--- src/rtl/uart_rxq_pkg.sv ---
package uart_rxq_pkg;

    typedef struct packed {
        logic       en;
        logic [1:0] trig;
    } rxq_cfg_t;

    // bits on the wire for one character
    function automatic logic [3:0] frame_bits(input logic [3:0] fmt);
        logic [3:0] n;
        n = 4'd6 + {2'b00, fmt[1:0]} + {3'b000, fmt[3]};
        n = n + (fmt[2] ? 4'd2 : 4'd1);
        return n;
    endfunction

    function automatic logic [4:0] trig_bytes(input logic [1:0] sel);
        logic [4:0] lvl;
        case (sel)
            2'b00:   lvl = 5'd1;
            2'b01:   lvl = 5'd4;
            2'b10:   lvl = 5'd8;
            default: lvl = 5'd14;
        endcase
        return lvl;
    endfunction

endpackage

--- src/rtl/rxq_store.sv ---
module rxq_store #(
    parameter int DEPTH  = 16,
    parameter int DATA_W = 8,
    parameter int PTR_W  = 4
) (
    input  logic              clk,
    input  logic              wr_en,
    input  logic [PTR_W-1:0]  wr_addr,
    input  logic [DATA_W-1:0] wr_data,
    input  logic [PTR_W-1:0]  rd_addr,
    output logic [DATA_W-1:0] rd_data
);
    logic [DATA_W-1:0] mem_q [DEPTH];

    always_ff @(posedge clk) begin
        if (wr_en) mem_q[wr_addr] <= wr_data;
    end

    assign rd_data = mem_q[rd_addr];
endmodule

--- src/rtl/rxq_char_timer.sv ---
module rxq_char_timer import uart_rxq_pkg::*; #(
    parameter int TICK_W = 16
) (
    input  logic              clk,
    input  logic              rst_n,
    input  logic              restart,
    input  logic              cancel,
    input  logic [3:0]        frame_fmt,
    input  logic [TICK_W-1:0] bit_period,
    output logic              expire
);
    localparam int LIM_W = TICK_W + 6;

    typedef struct packed {
        logic [LIM_W-1:0] cnt;
        logic             run;
    } tmr_t;

    tmr_t             t_d, t_q;
    logic [LIM_W-1:0] limit;

    always_comb begin
        limit = (LIM_W'(bit_period) * LIM_W'(frame_bits(frame_fmt))) << 2;
        if (limit == '0) limit = LIM_W'(1);
        expire = t_q.run && (t_q.cnt == LIM_W'(1)) && !restart && !cancel;
        t_d = t_q;
        if (cancel) begin
            t_d.run = 1'b0;
        end else if (restart) begin
            t_d.cnt = limit;
            t_d.run = 1'b1;
        end else if (t_q.run) begin
            if (t_q.cnt == LIM_W'(1)) t_d.run = 1'b0;
            else                      t_d.cnt = t_q.cnt - 1'b1;
        end
    end

    always_ff @(posedge clk or negedge rst_n) begin
        if (!rst_n) t_q <= '0;
        else        t_q <= t_d;
    end
endmodule

--- src/rtl/uart_rx_queue.sv ---
module uart_rx_queue import uart_rxq_pkg::*; #(
    parameter int DEPTH  = 16,
    parameter int DATA_W = 8,
    parameter int TICK_W = 16
) (
    input  logic                         clk,
    input  logic                         rst_n,
    input  logic                         rx_valid,
    input  logic [DATA_W-1:0]            rx_byte,
    input  logic                         brk_strobe,
    input  logic                         rd_strobe,
    input  logic                         lsr_rd,
    input  logic                         cfg_wr,
    input  logic [7:0]                   cfg_data,
    input  logic [3:0]                   frame_fmt,
    input  logic [TICK_W-1:0]            bit_period,
    output logic [DATA_W-1:0]            rd_data,
    output logic                         data_ready,
    output logic                         break_flag,
    output logic                         overrun_flag,
    output logic [$clog2(DEPTH+1)-1:0]   fill_count,
    output logic                         trig_hit,
    output logic                         timeout_pend
);
    localparam int PTR_W = $clog2(DEPTH);
    localparam int CNT_W = $clog2(DEPTH + 1);

    typedef struct packed {
        rxq_cfg_t          cfg;
        logic [PTR_W-1:0]  wr_ptr;
        logic [PTR_W-1:0]  rd_ptr;
        logic [CNT_W-1:0]  cnt;
        logic [DATA_W-1:0] hold;
        logic              dr;
        logic              brk;
        logic              ovr;
        logic              tmo;
    } state_t;

    state_t            s_d, s_q;
    logic              push, pop, flush, restart, expire, rx_any, fifo_mode;
    logic [DATA_W-1:0] in_byte, head;

    function automatic logic [PTR_W-1:0] nxt(input logic [PTR_W-1:0] p);
        return (p == PTR_W'(DEPTH - 1)) ? '0 : p + 1'b1;
    endfunction

    always_comb begin
        s_d     = s_q;
        push    = 1'b0;
        pop     = 1'b0;
        rx_any  = rx_valid | brk_strobe;
        in_byte = brk_strobe ? '0 : rx_byte;
        flush   = cfg_wr && ((cfg_data[0] != s_q.cfg.en) || cfg_data[1]);

        if (cfg_wr) begin
            s_d.cfg.en   = cfg_data[0];
            s_d.cfg.trig = cfg_data[7:6];
        end

        if (flush) begin
            s_d.wr_ptr = '0;
            s_d.rd_ptr = '0;
            s_d.cnt    = '0;
            s_d.dr     = 1'b0;
            s_d.brk    = 1'b0;
            s_d.tmo    = 1'b0;
        end else begin
            if (lsr_rd) begin
                s_d.ovr = 1'b0;
                s_d.brk = 1'b0;
            end
            if (s_q.cfg.en) begin
                if (expire && (s_q.cnt != '0)) s_d.tmo = 1'b1;
                if (rd_strobe) begin
                    s_d.tmo = 1'b0;
                    if (s_q.cnt != '0) begin
                        pop = 1'b1;
                        if (s_q.cnt == CNT_W'(1)) begin
                            s_d.dr  = 1'b0;
                            s_d.brk = 1'b0;
                        end
                    end
                end
                if (rx_any) begin
                    if ((s_q.cnt == CNT_W'(DEPTH)) && !pop) s_d.ovr = 1'b1;
                    else                                  push = 1'b1;
                    s_d.dr = 1'b1;
                    if (brk_strobe) s_d.brk = 1'b1;
                end
                if (push) s_d.wr_ptr = nxt(s_q.wr_ptr);
                if (pop)  s_d.rd_ptr = nxt(s_q.rd_ptr);
                s_d.cnt = s_q.cnt + CNT_W'(push) - CNT_W'(pop);
            end else begin
                if (rd_strobe) begin
                    s_d.dr  = 1'b0;
                    s_d.brk = 1'b0;
                end
                if (rx_any) begin
                    if (s_q.dr && !rd_strobe) s_d.ovr = 1'b1;
                    s_d.hold = in_byte;
                    s_d.dr   = 1'b1;
                    if (brk_strobe) s_d.brk = 1'b1;
                end
            end
        end

        restart = !flush && s_q.cfg.en &&
                  (rx_any || (rd_strobe && (s_q.cnt > CNT_W'(1))));
    end

    always_ff @(posedge clk or negedge rst_n) begin
        if (!rst_n) s_q <= '0;
        else        s_q <= s_d;
    end

    rxq_store #(.DEPTH(DEPTH), .DATA_W(DATA_W), .PTR_W(PTR_W)) u_store (
        .clk     (clk),
        .wr_en   (push),
        .wr_addr (s_q.wr_ptr),
        .wr_data (in_byte),
        .rd_addr (s_q.rd_ptr),
        .rd_data (head)
    );

    rxq_char_timer #(.TICK_W(TICK_W)) u_timer (
        .clk        (clk),
        .rst_n      (rst_n),
        .restart    (restart),
        .cancel     (flush),
        .frame_fmt  (frame_fmt),
        .bit_period (bit_period),
        .expire     (expire)
    );

    assign fifo_mode    = s_q.cfg.en;
    assign rd_data      = fifo_mode ? ((s_q.cnt != '0) ? head : '0) : s_q.hold;
    assign data_ready   = s_q.dr;
    assign break_flag   = s_q.brk;
    assign overrun_flag = s_q.ovr;
    assign fill_count   = s_q.cnt;
    assign timeout_pend = s_q.tmo;
    assign trig_hit     = s_q.dr &&
                          (!fifo_mode || (int'(s_q.cnt) >= int'(trig_bytes(s_q.cfg.trig))));
endmodule

--- config.mk ---
export PLATFORM = sky130hd
export DESIGN_NAME = uart_rx_queue
export DESIGN_NICKNAME = d
export VERILOG_FILES = /design/src/rtl/uart_rxq_pkg.sv /design/src/rtl/rxq_store.sv /design/src/rtl/rxq_char_timer.sv /design/src/rtl/uart_rx_queue.sv
export SDC_FILE = /design/constraint.sdc
export NUM_CORES = 1
export LEC_CHECK = 0
export BUFFER_PORTS_ARGS = -buffer_cell sky130_fd_sc_hd__buf_2
export CORE_UTILIZATION = 40
export CTS_CLUSTER_DIAMETER = 30
export DETAILED_ROUTE_END_ITERATION = 6
export HOLD_SLACK_MARGIN = 0.15
export PLACE_DENSITY = 0.55
export SYNTH_ARGS = -nofsm -noshare
export SYNTH_HDL_FRONTEND = slang
export SYNTH_SLANG_ARGS = --single-unit
--- constraint.sdc ---
create_clock -name clk -period 3.4 [get_ports clk]
set_input_delay 0.34 -clock clk [delete_from_list [all_inputs] [get_ports clk]]
set_output_delay 0.34 -clock clk [all_outputs]
set_load 0.005 [all_outputs]
Word-level counts from Yosys, hierarchy flattened

Memory sizes are Yosys's and may differ from the RTL's.
Cells that the tools add are included.

Muxes and demuxes: 47
Bitwise gates (word level): 3
Reductions and logical operators: 34
Multiply operators: 1
Add/subtract/negate cells: 8
Equal/unequal tests: 11
Order comparisons: 2

Operator list:

| kind                  | count |
|---|---|
| $mux 23               | 2 |
| $mux 22               | 2 |
| $mux 13               | 2 |
| $mux 8                | 3 |
| $eq 22x1->1 const B   | 1 |
| $logic_not 22->1      | 1 |
| $mux 1                | 22 |
| $sub 22x1->22 const B | 1 |
| $mul 16x4->20         | 1 |
| $mux 2                | 8 |
| $mux 4                | 4 |
| $pmux 4 s3            | 1 |
| $logic_and 1x1->1     | 11 |
| $mux 3                | 3 |
| $reduce_and 3->1      | 3 |
| $add 4x1->4 const B   | 2 |
| $eq 4x4->1 const B    | 2 |
| $ne 4x1->1 const B    | 2 |
| $reduce_bool 2->1     | 4 |
| $reduce_and 2->1      | 3 |
| $reduce_bool 3->1     | 2 |
| $add 5x1->5           | 1 |
| $eq 5x1->1 const B    | 1 |
| $eq 5x5->1 const B    | 1 |
| other kinds (16)      | 23 |

Output and inout port bits: 18
Memories kept: 1
Bits in writable memories: 128
Flip-flop bits (word level): 51

Memories:

| name          | words | width | read ports | clocked after Yosys merged registers in | wr ports | RTL line        | RTL |
|---|---|---|---|---|---|---|---|
| u_store.mem_q | 16    | 8     | 1          | 0                                       | 1        | rxq_store.sv:13 | `logic [DATA_W-1:0] mem_q [DEPTH];` |

Longest topological paths before layout

Gate-level depths: netlist of run 1.

Depth in word-level cells: 15
Gate-level depth with buffers: 21

By module

A second synthesis of run 1 with hierarchy kept.

Cells, all modules: 871
Area total of the unflattened synthesis: 10478.8 um2

Modules (own cells, without submodules):

| module         | area an instance (um2) | cells each | times used |
|---|---|---|---|
| rxq_store      | 4987.3                 | 221        | 1 |
| rxq_char_timer | 3659.8                 | 458        | 1 |
| uart_rx_queue  | 1831.8                 | 192        | 1 |

Least setup slack after synthesis of run 1

No wires, ideal clock.

Path kind: input to register
Start: input port frame_fmt[0]
End: register u_timer.t_q[1] (netlist bit)
Data arrival time: 4.745 ns
Cell stages on the path: 20
Setup time: 0.110 ns
Slack: -1.455 ns
Cells stage by stage: inv_1 fa_1 inv_1 ha_1 inv_1 ha_1 clkbuf_1 nand2b_1 fa_1 fa_1 inv_1 ha_1 a211oi_1 o21ai_0 o2111ai_1 a31oi_1 mux2i_1 nor4_1 nand4_1 o41ai_1

Word-level cells in the longest chain between the ends: 7

Ends and longest elaborated chain:

| item                 | RTL line             | RTL |
|---|---|---|
| start, declared      | uart_rx_queue.sv:15  | `input logic [3:0] frame_fmt,` |
| $add 3x2->4          | uart_rxq_pkg.sv:11   | `n = 4'd6 + {2'b00, fmt[1:0]} + {3'b000, fmt[3]};` |
| $add 4x1->4          | uart_rxq_pkg.sv:11   |  |
| $add 4x4->4          | uart_rxq_pkg.sv:12   | `n = n + (fmt[2] ? 4'd2 : 4'd1);` |
| $mul 16x4->20        | rxq_char_timer.sv:23 | `limit = (LIM_W'(bit_period) * LIM_W'(frame_bits(frame_fmt))) << 2;` |
| $logic_not 22->1     | rxq_char_timer.sv:24 | `if (limit == '0) limit = LIM_W'(1);` |
| $mux 22              | rxq_char_timer.sv:24 |  |
| $mux 23              | rxq_char_timer.sv:29 | `end else if (restart) begin` |
| end signal, assigned | rxq_char_timer.sv:40 | `else t_q <= t_d;` |
| end, declared        | rxq_char_timer.sv:19 | `tmr_t t_d, t_q;` |

Every way passes these cells.
A chain may end at the register's enable or synchronous reset.

Worst setup path in the final report of run 1

Same ends and word-level chain as after synthesis.

==> run_results.csv, run 1 <==
group,metric,value,unit
status,outcome,"finished with violations",
status,failed_checks,"negative setup slack",
hold_path,min_path_cells,3,
yosys,postSynthAreaPerCell,12.6,µm²
cells_and_area,nets,1072,
pwr,total_power,8.54,mW
sta,tightest_slew,1.15,ns
cells_and_area,multi_input_area,5200,µm²
cells_and_area,final_common_cell,"edfxtp_1",
die,rows,58,
sta,finalSetupViolations,13,
critical_path,path_class,"input port to register",
cts,cts_tree,"yes",
critical_path,cp-end-kind,"register",
cells_and_area,fill_cells,2231,
yosys,synth.distinct_cells,58,
sta,fin_ws,-0.649,ns
global_route,first_global_vias,6874,
yosys,synthMuxAreaShare,11.5,%
sta,slew-limit-headroom,23.3,%
cts,clkSlewWorstSetupHoldPaths,0.07,ns
die,core_area,25200,µm²
sta,max_freq,247,MHz
critical_path,worstPathArrival,4.37,ns
cts,htreeDepth,4,
yosys,synth_top_family_by_area,"simple AND/OR/NAND/NOR gates",
yosys,synth_top_cell_area_share,37.5,%
critical_path,r2r-start,"u_timer.t_q[3]$_DFFE_PN0P_",
placement,dpl.hpwl,15.5,mm
yosys,syn_nets,935,
sta,min_period,4.05,ns
route,wl,21.0,mm
pwr,combPwrFrac,44.5,%
critical_path,worstSetupStartpoint,"frame_fmt[0]",
pwr,ir_worst_vdd,0.340,mV
cts,cts-root-buf,"clkbuf_16",
yosys,seq_area_frac_synth,50.0,%
sta,grt_setup_unrepaired,"yes",
global_route,antenna_found_initial,0,
sta,post-route-period-util,119,%
yosys,synth_xor_area_share,2.22,%
placement,gp_congestion,0.787,
yosys,synth_edf_count,128,
global_route,grt_usage,17.1,%
yosys,async_flop_share,28.5,%
yosys,ys.flop_type,"edfxtp_1",
die,start_util,40.7,%
yosys,syn_area,10200,µm²
pwr,internal-power,5.63,mW
cts,numCtsBuffers,17,
route,ant_nets,0,
sta,finalMaxSlewViolations,0,
yosys,synth_adder_area_share,11.5,%
critical_path,rrSetupSlack,0.44,ns
cells_and_area,fin_util,50.2,%
placement,portBuffers,56,
cells_and_area,area_delta_synth_final,23.4,%
route,dr.pass1.iters,5,
pwr,p_sw,2.91,mW
cells_and_area,register_area,5120,µm²
critical_path,r2r_end,"u_timer.t_q[11]$_DFFE_PN0P_",
cells_and_area,diodes,0,
yosys,synth.ff_latch_count,179,
cells_and_area,final_cells,1296,
die,dieArea,26300,µm²
placement,placed_area,11600,µm²
sta,tns,-4.53,ns
critical_path,reg2regPathDepth,9,
pwr,switching_share,34.1,%
cts,clockBufferDepth,2,
cts,cts.sink_count,179,
pwr,pwr_density_cell,675,nW/µm²
job,drv_cap,0,
cells_and_area,drive_above_1_share,33.5,%
yosys,synth_compound_area_share,7.59,%
yosys,postSynthCellCount,816,
hold_path,min-delay-start,"cfg_data[7]",
route,avgRoutedWirePerCell,16.2,µm
cts,clk_latency,0.43,ns
yosys,yosys-top-cells-area,"edfxtp_1 38%, dfrtp_1 12%, mux4_2 8.8%",
critical_path,startpoint_type,"input port",
global_route,grt-ovfl-total,0,
global_route,grt_max_degree,41,
sta,skew,0.00976,ns
sta,hold_viol,0,
pwr,seq_power_share,32.8,%
cells_and_area,finish.instance_area,12600,µm²
placement,dp.cells,1253,
die,io_pins,61,
route,route.detailed.drc,0,
pwr,power_leakage,5.05,nW
hold_path,min_to,"s_q[26]$_DFFE_PN0P_",
cells_and_area,layout_common_cells,"128 x edfxtp_1, 90 x buf_4, 67 x inv_1",
route,via_count,6595,
yosys,synth_top_area_cell,"edfxtp_1",
die,die_y,162,µm
yosys,yosys_warnings,0,
hold_path,hold_path_class,"input port to register",
die,die_w,162,µm
yosys,synthSimpleGateAreaFrac,12.9,%
critical_path,required,3.73,ns
critical_path,cp_max_fo,6,
route,drt-vias-per-instance,5.09,
pwr,clockPowerShare,22.7,%
route,drtIter0Drc,295,
global_route,grt_first_pass_wirelength,35.5,mm
[state kept, by name, summed over array words and instances, names as in the netlist]
register	cells
u_store.mem_q	128
u_timer.t_q	23
s_q	18
fill_count	5
break_flag	1
data_ready	1
fifo_mode	1
overrun_flag	1
timeout_pend	1
[cell type report]
type                            count  area share [%]
Timing Repair Buffer              153            8.28
Inverter                           74            2.20
Tap cell                          330            3.26
Clock inverter                     14            1.27
Multi-Input combinational cell    528            41.1
Sequential cell                   179            40.5
Clock buffer                       18            3.39
[cell usage after synthesis, types with 3 or more instances]
cell,instances
nand3_1,8
inv_1,74
nor2b_1,47
nor4_1,6
xnor2_1,13
ha_1,46
nor2_1,44
and3_1,4
xor2_1,13
edfxtp_1,128
o31ai_1,5
buf_4,5
buf_2,3
o21a_1,4
nor3_1,10
nand2b_1,20
clkbuf_1,24
o21ai_0,24
a21oi_1,29
a221oi_1,6
mux2_2,14
fa_1,30
dfrtp_1,51
and2_1,31
mux2i_1,11
o2bb2ai_1,8
a31oi_1,7
a211oi_1,7
mux4_2,40
a22o_1,3
nand2_1,43
a21o_1,10
or3_1,6
nor3b_1,4
a22oi_1,3
[power by group through the flow]
stage	Clock (mW)	Combinational, mW	Sequential, mW
final	1.94	3.80	2.80
after global routing	2.07	4.23	2.84
after CTS	1.98	3.63	2.80
after detailed placement	0	3.37	2.84
after global placement	0	3.34	2.84
after floorplan	0	2.23	2.77
[metal layers]
metal	vias up	global-route usage, %	wire (µm)
li1	3219	-	-
met1	3262	23.9	10200
met2	93	28.2	10100
met3	21	2.30	432
met4	0	4.07	256
met5	-	0	0
[cell families (layout without fill, tap and decap cells)]
logic type               after synthesis  in the layout
AO/OA/AOI/OAI                        118            118
adder cells (fa/ha/maj)               76             76
XOR/XNOR                              26             26
buffers and inverters                109            259
AND/OR/NAND/NOR                      242            242
multiplexers                          66             66
flip-flops                           179            179
[critical path: stages]
cell and delay [ns]:
buf_6 0.07, inv_2 0.03, fa_2 0.37, inv_2 0.07, ha_4 0.12, inv_2 0.03, ha_4 0.31, buf_6 0.14
nor2b_2 0.05, fa_1 0.46, fa_1 0.56, ha_4 0.21, or2_4 0.27, and4b_1 0.20, o2111ai_2 0.09, a31oi_2 0.14
buf_4 0.18, a21o_1 0.18, a21oi_2 0.16, xnor2_2 0.09, o41ai_2 0.31
[how the worst max path moves through the flow]
| stage | depth (start not counted) | to | slack, ns |
|---|---|---|---|
| CTS | 22 | u_timer.t_q[19]$_DFFE_PN0P_ | -0.69 |
| finish | 21 | u_timer.t_q[1]$_DFFE_PN0P_ | -0.65 |
| detailed placement | 21 | u_timer.t_q[1]$_DFFE_PN0P_ | -1.37 |
| global route | 21 | u_timer.t_q[1]$_DFFE_PN0P_ | -0.90 |
| global placement | 20 | u_timer.t_q[1]$_DFFE_PN0P_ | -1.25 |
| floorplan | 19 | u_timer.t_q[1]$_DFFE_PN0P_ | -0.95 |
[through the flow]
stage / hold WS [ns] / worst slack, ns
final: 0.171 / -0.649
after global routing: 0.164 / -0.903
after CTS: 0.162 / -0.693
after detailed placement: 0.359 / -1.37
after global placement: 0.353 / -1.25
after floorplan: 0.0444 / -0.946
[what timing repair did]
| item | in CTS | in global routing |
|---|---|---|
| setup endpoints to repair | 15 | 15 |
| pin swaps | 34 | 19 |
| buffers inserted | 6 | 4 |
| endpoints found under the hold margin | 22 | 0 |
| gates resized for setup | 39 | 33 |
| hold buffers | 2 | 0 |
No activity file was read; power rests on OpenSTA's default activity.
==> inputs of run 2 (changes only) <==
CTS_BUF_LIST = sky130_fd_sc_hd__clkbuf_2 sky130_fd_sc_hd__clkbuf_4 sky130_fd_sc_hd__clkbuf_8   (was default)
==> run 2 against run 1 <==
The run still ends with negative setup slack left. Power decreased by 7.0%. Cell area decreased by 1.9%. Flip-flop and latch count unchanged. Final cell count about the same. Core utilization decreased by 0.95 points. Clock-buffer cell count unchanged. Non-clock buffer count increased by 1. Die area unchanged. First-iteration DRC count increased by 5.1%. Clock skew increased by 0.0028 ns. Largest power group unchanged. Hold slack improved by 0.026 ns.
==> run_results.csv, run 2 (synthesis results as in run 1) <==
group,metric,value,unit
status,outcome,"finished with violations",
status,failed_checks,"negative setup slack",
sta,finalSetupViolations,12,
die,start_util,40.7,%
sta,min_period,4.02,ns
critical_path,cp_max_fo,6,
sta,finalMaxSlewViolations,0,
critical_path,worstPathArrival,4.37,ns
critical_path,rrSetupSlack,0.44,ns
cells_and_area,fin_util,49.3,%
sta,fin_ws,-0.615,ns
cts,cts_tree,"yes",
placement,placed_area,11600,µm²
global_route,grt_first_pass_wirelength,35.2,mm
die,dieArea,26300,µm²
hold_path,min_path_cells,2,
cells_and_area,largest_reg_flops,128,
pwr,power_leakage,4.93,nW
critical_path,path_class,"input port to register",
cells_and_area,final_common_cell,"edfxtp_1",
cts,clk_latency,0.46,ns
critical_path,r2r-start,"u_timer.t_q[3]$_DFFE_PN0P_",
sta,hold_viol,0,
cts,clockBufferDepth,2,
sta,hold_slack,0.197,ns
placement,place_ws,-1.37,ns
cells_and_area,nets,1073,
global_route,antenna_found_initial,0,
cells_and_area,layout_common_cells,"128 x edfxtp_1, 88 x buf_4, 66 x inv_1",
die,die_w,162,µm
cts,htreeDepth,4,
hold_path,min_to,"overrun_flag$_DFFE_PN0N_",
hold_path,hold_path_class,"input port to register",
route,wl,20.9,mm
global_route,grt_max_degree,41,
critical_path,reg2regPathDepth,9,
critical_path,startpoint_type,"input port",
cts,cts.sink_count,179,
critical_path,crit_slowest_cell,"fa_1",
pwr,pwr_density_cell,640,nW/µm²
cells_and_area,finish.instance_area,12400,µm²
sta,grt_setup_unrepaired,"yes",
placement,portBuffers,56,
die,rows,58,
die,io_pins,61,
critical_path,crit_family,"adder cells",
cells_and_area,largestRegisters,"u_store.mem_q x128, u_timer.t_q x23, s_q x18",
pwr,total_power,7.94,mW
cts,clkSlewWorstSetupHoldPaths,0.10,ns
route,avgRoutedWirePerCell,16.1,µm
critical_path,path_cells,"buf_6, inv_2, fa_2, inv_2, ha_4, inv_2, ha_4, buf_6, nor2b_2, fa_1, fa_1, ha_4, or2_4, and4b_1, o2111ai_2, a31oi_2, buf_4, a21o_1, a21oi_2, xnor2_2, o41ai_2",
placement,dpl.hpwl,15.5,mm
cells_and_area,drive_above_1_share,32.4,%
global_route,grt-ovfl-total,0,
cts,cts-root-buf,"clkbuf_8",
global_route,grt_usage,17.0,%
global_route,first_global_vias,6883,
route,drt-vias-per-instance,5.06,
cts,numCtsBuffers,17,
route,drtIter0Drc,310,
route,ant_nets,0,
critical_path,path_buf_inv,6,
sta,slew-limit-headroom,23.6,%
die,die_y,162,µm
critical_path,r2r_end,"u_timer.t_q[11]$_DFFE_PN0P_",
sta,max_freq,249,MHz
cells_and_area,multi_input_area,5130,µm²
cells_and_area,final_cells,1297,
sta,tns,-4.15,ns
die,core_area,25200,µm²
cells_and_area,area_delta_synth_final,21.1,%
cells_and_area,diodes,0,
cells_and_area,fill_cells,2249,
route,dr.pass1.iters,5,
critical_path,slowest_delay,0.56,ns
job,drv_cap,0,
sta,post-route-period-util,118,%
critical_path,cp-end-kind,"register",
pwr,ir_worst_vdd,0.247,mV
hold_path,min-delay-start,"rd_strobe",
route,via_count,6567,
sta,skew,0.0126,ns
placement,gp_congestion,0.787,
cells_and_area,regMostFlops,"u_store.mem_q",
route,route.detailed.drc,0,
placement,dp.cells,1253,
sta,tightest_slew,1.14,ns
cells_and_area,register_area,5120,µm²
critical_path,required,3.75,ns
## run 2: cell count changes in the layout (fill, tap and decap cells not counted), sizes merged
| cell | change |
|---|---|
| buf | -2 |
| dlygate4sd3 | +3 |
## run 2: routing by layer
layer	GRT usage [%]	vias up	part of all wire [%]
li1	-	3214	-
met1	23.7	3223	48
met2	28.2	114	48
met3	2.15	16	2.6
met4	4.33	0	1.0
met5	0	-	0
## run 2: timing repair
item,in CTS,in global routing
pin swaps,32,9
setup endpoints to repair,14,15
cloned,0,0
endpoints found under the hold margin,24,0
hold buffers,5,0
buffers inserted,7,2
resized for setup,37,20
## run 2: worst max-delay path by stage
stage,start,to,slack (ns),cells after the start
floorplan,frame_fmt[2],u_timer.t_q[1]$_DFFE_PN0P_,-0.95,19
global placement,frame_fmt[2],u_timer.t_q[1]$_DFFE_PN0P_,-1.25,20
detailed placement,frame_fmt[2],u_timer.t_q[1]$_DFFE_PN0P_,-1.37,21
CTS,frame_fmt[0],u_timer.t_q[1]$_DFFE_PN0P_,-0.64,21
global route,frame_fmt[0],u_timer.t_q[1]$_DFFE_PN0P_,-0.85,23
finish,frame_fmt[0],u_timer.t_q[1]$_DFFE_PN0P_,-0.62,21
## run 2: area by class of cell
cell class / count / share of cell area, %
Inverter: 74 / 2.24
Multi-Input combinational cell: 528 / 41.4
Sequential cell: 179 / 41.3
Tap cell: 330 / 3.33
Clock buffer: 18 / 1.95
Timing Repair Buffer: 154 / 8.56
Clock inverter: 14 / 1.29
## run 2: where the power goes
part           total [mW]  leakage [nW]  switching [mW]  internal (mW)
Sequential           2.80          1.81           0.238           2.56
Clock                1.45         0.200           0.824          0.624
Combinational        3.70          2.92            1.73           1.97
## run 2: worst reg2reg max path, cell delays in order, from the launching register on
cell     delay, ns
dfrtp_1       0.45
or4_4         0.58
or3_4         0.36
nor3_4        0.23
or2_1         0.26
buf_4         0.22
nor2_1        0.05
mux2_4        0.25
a22o_1        0.18
mux2_2        0.25
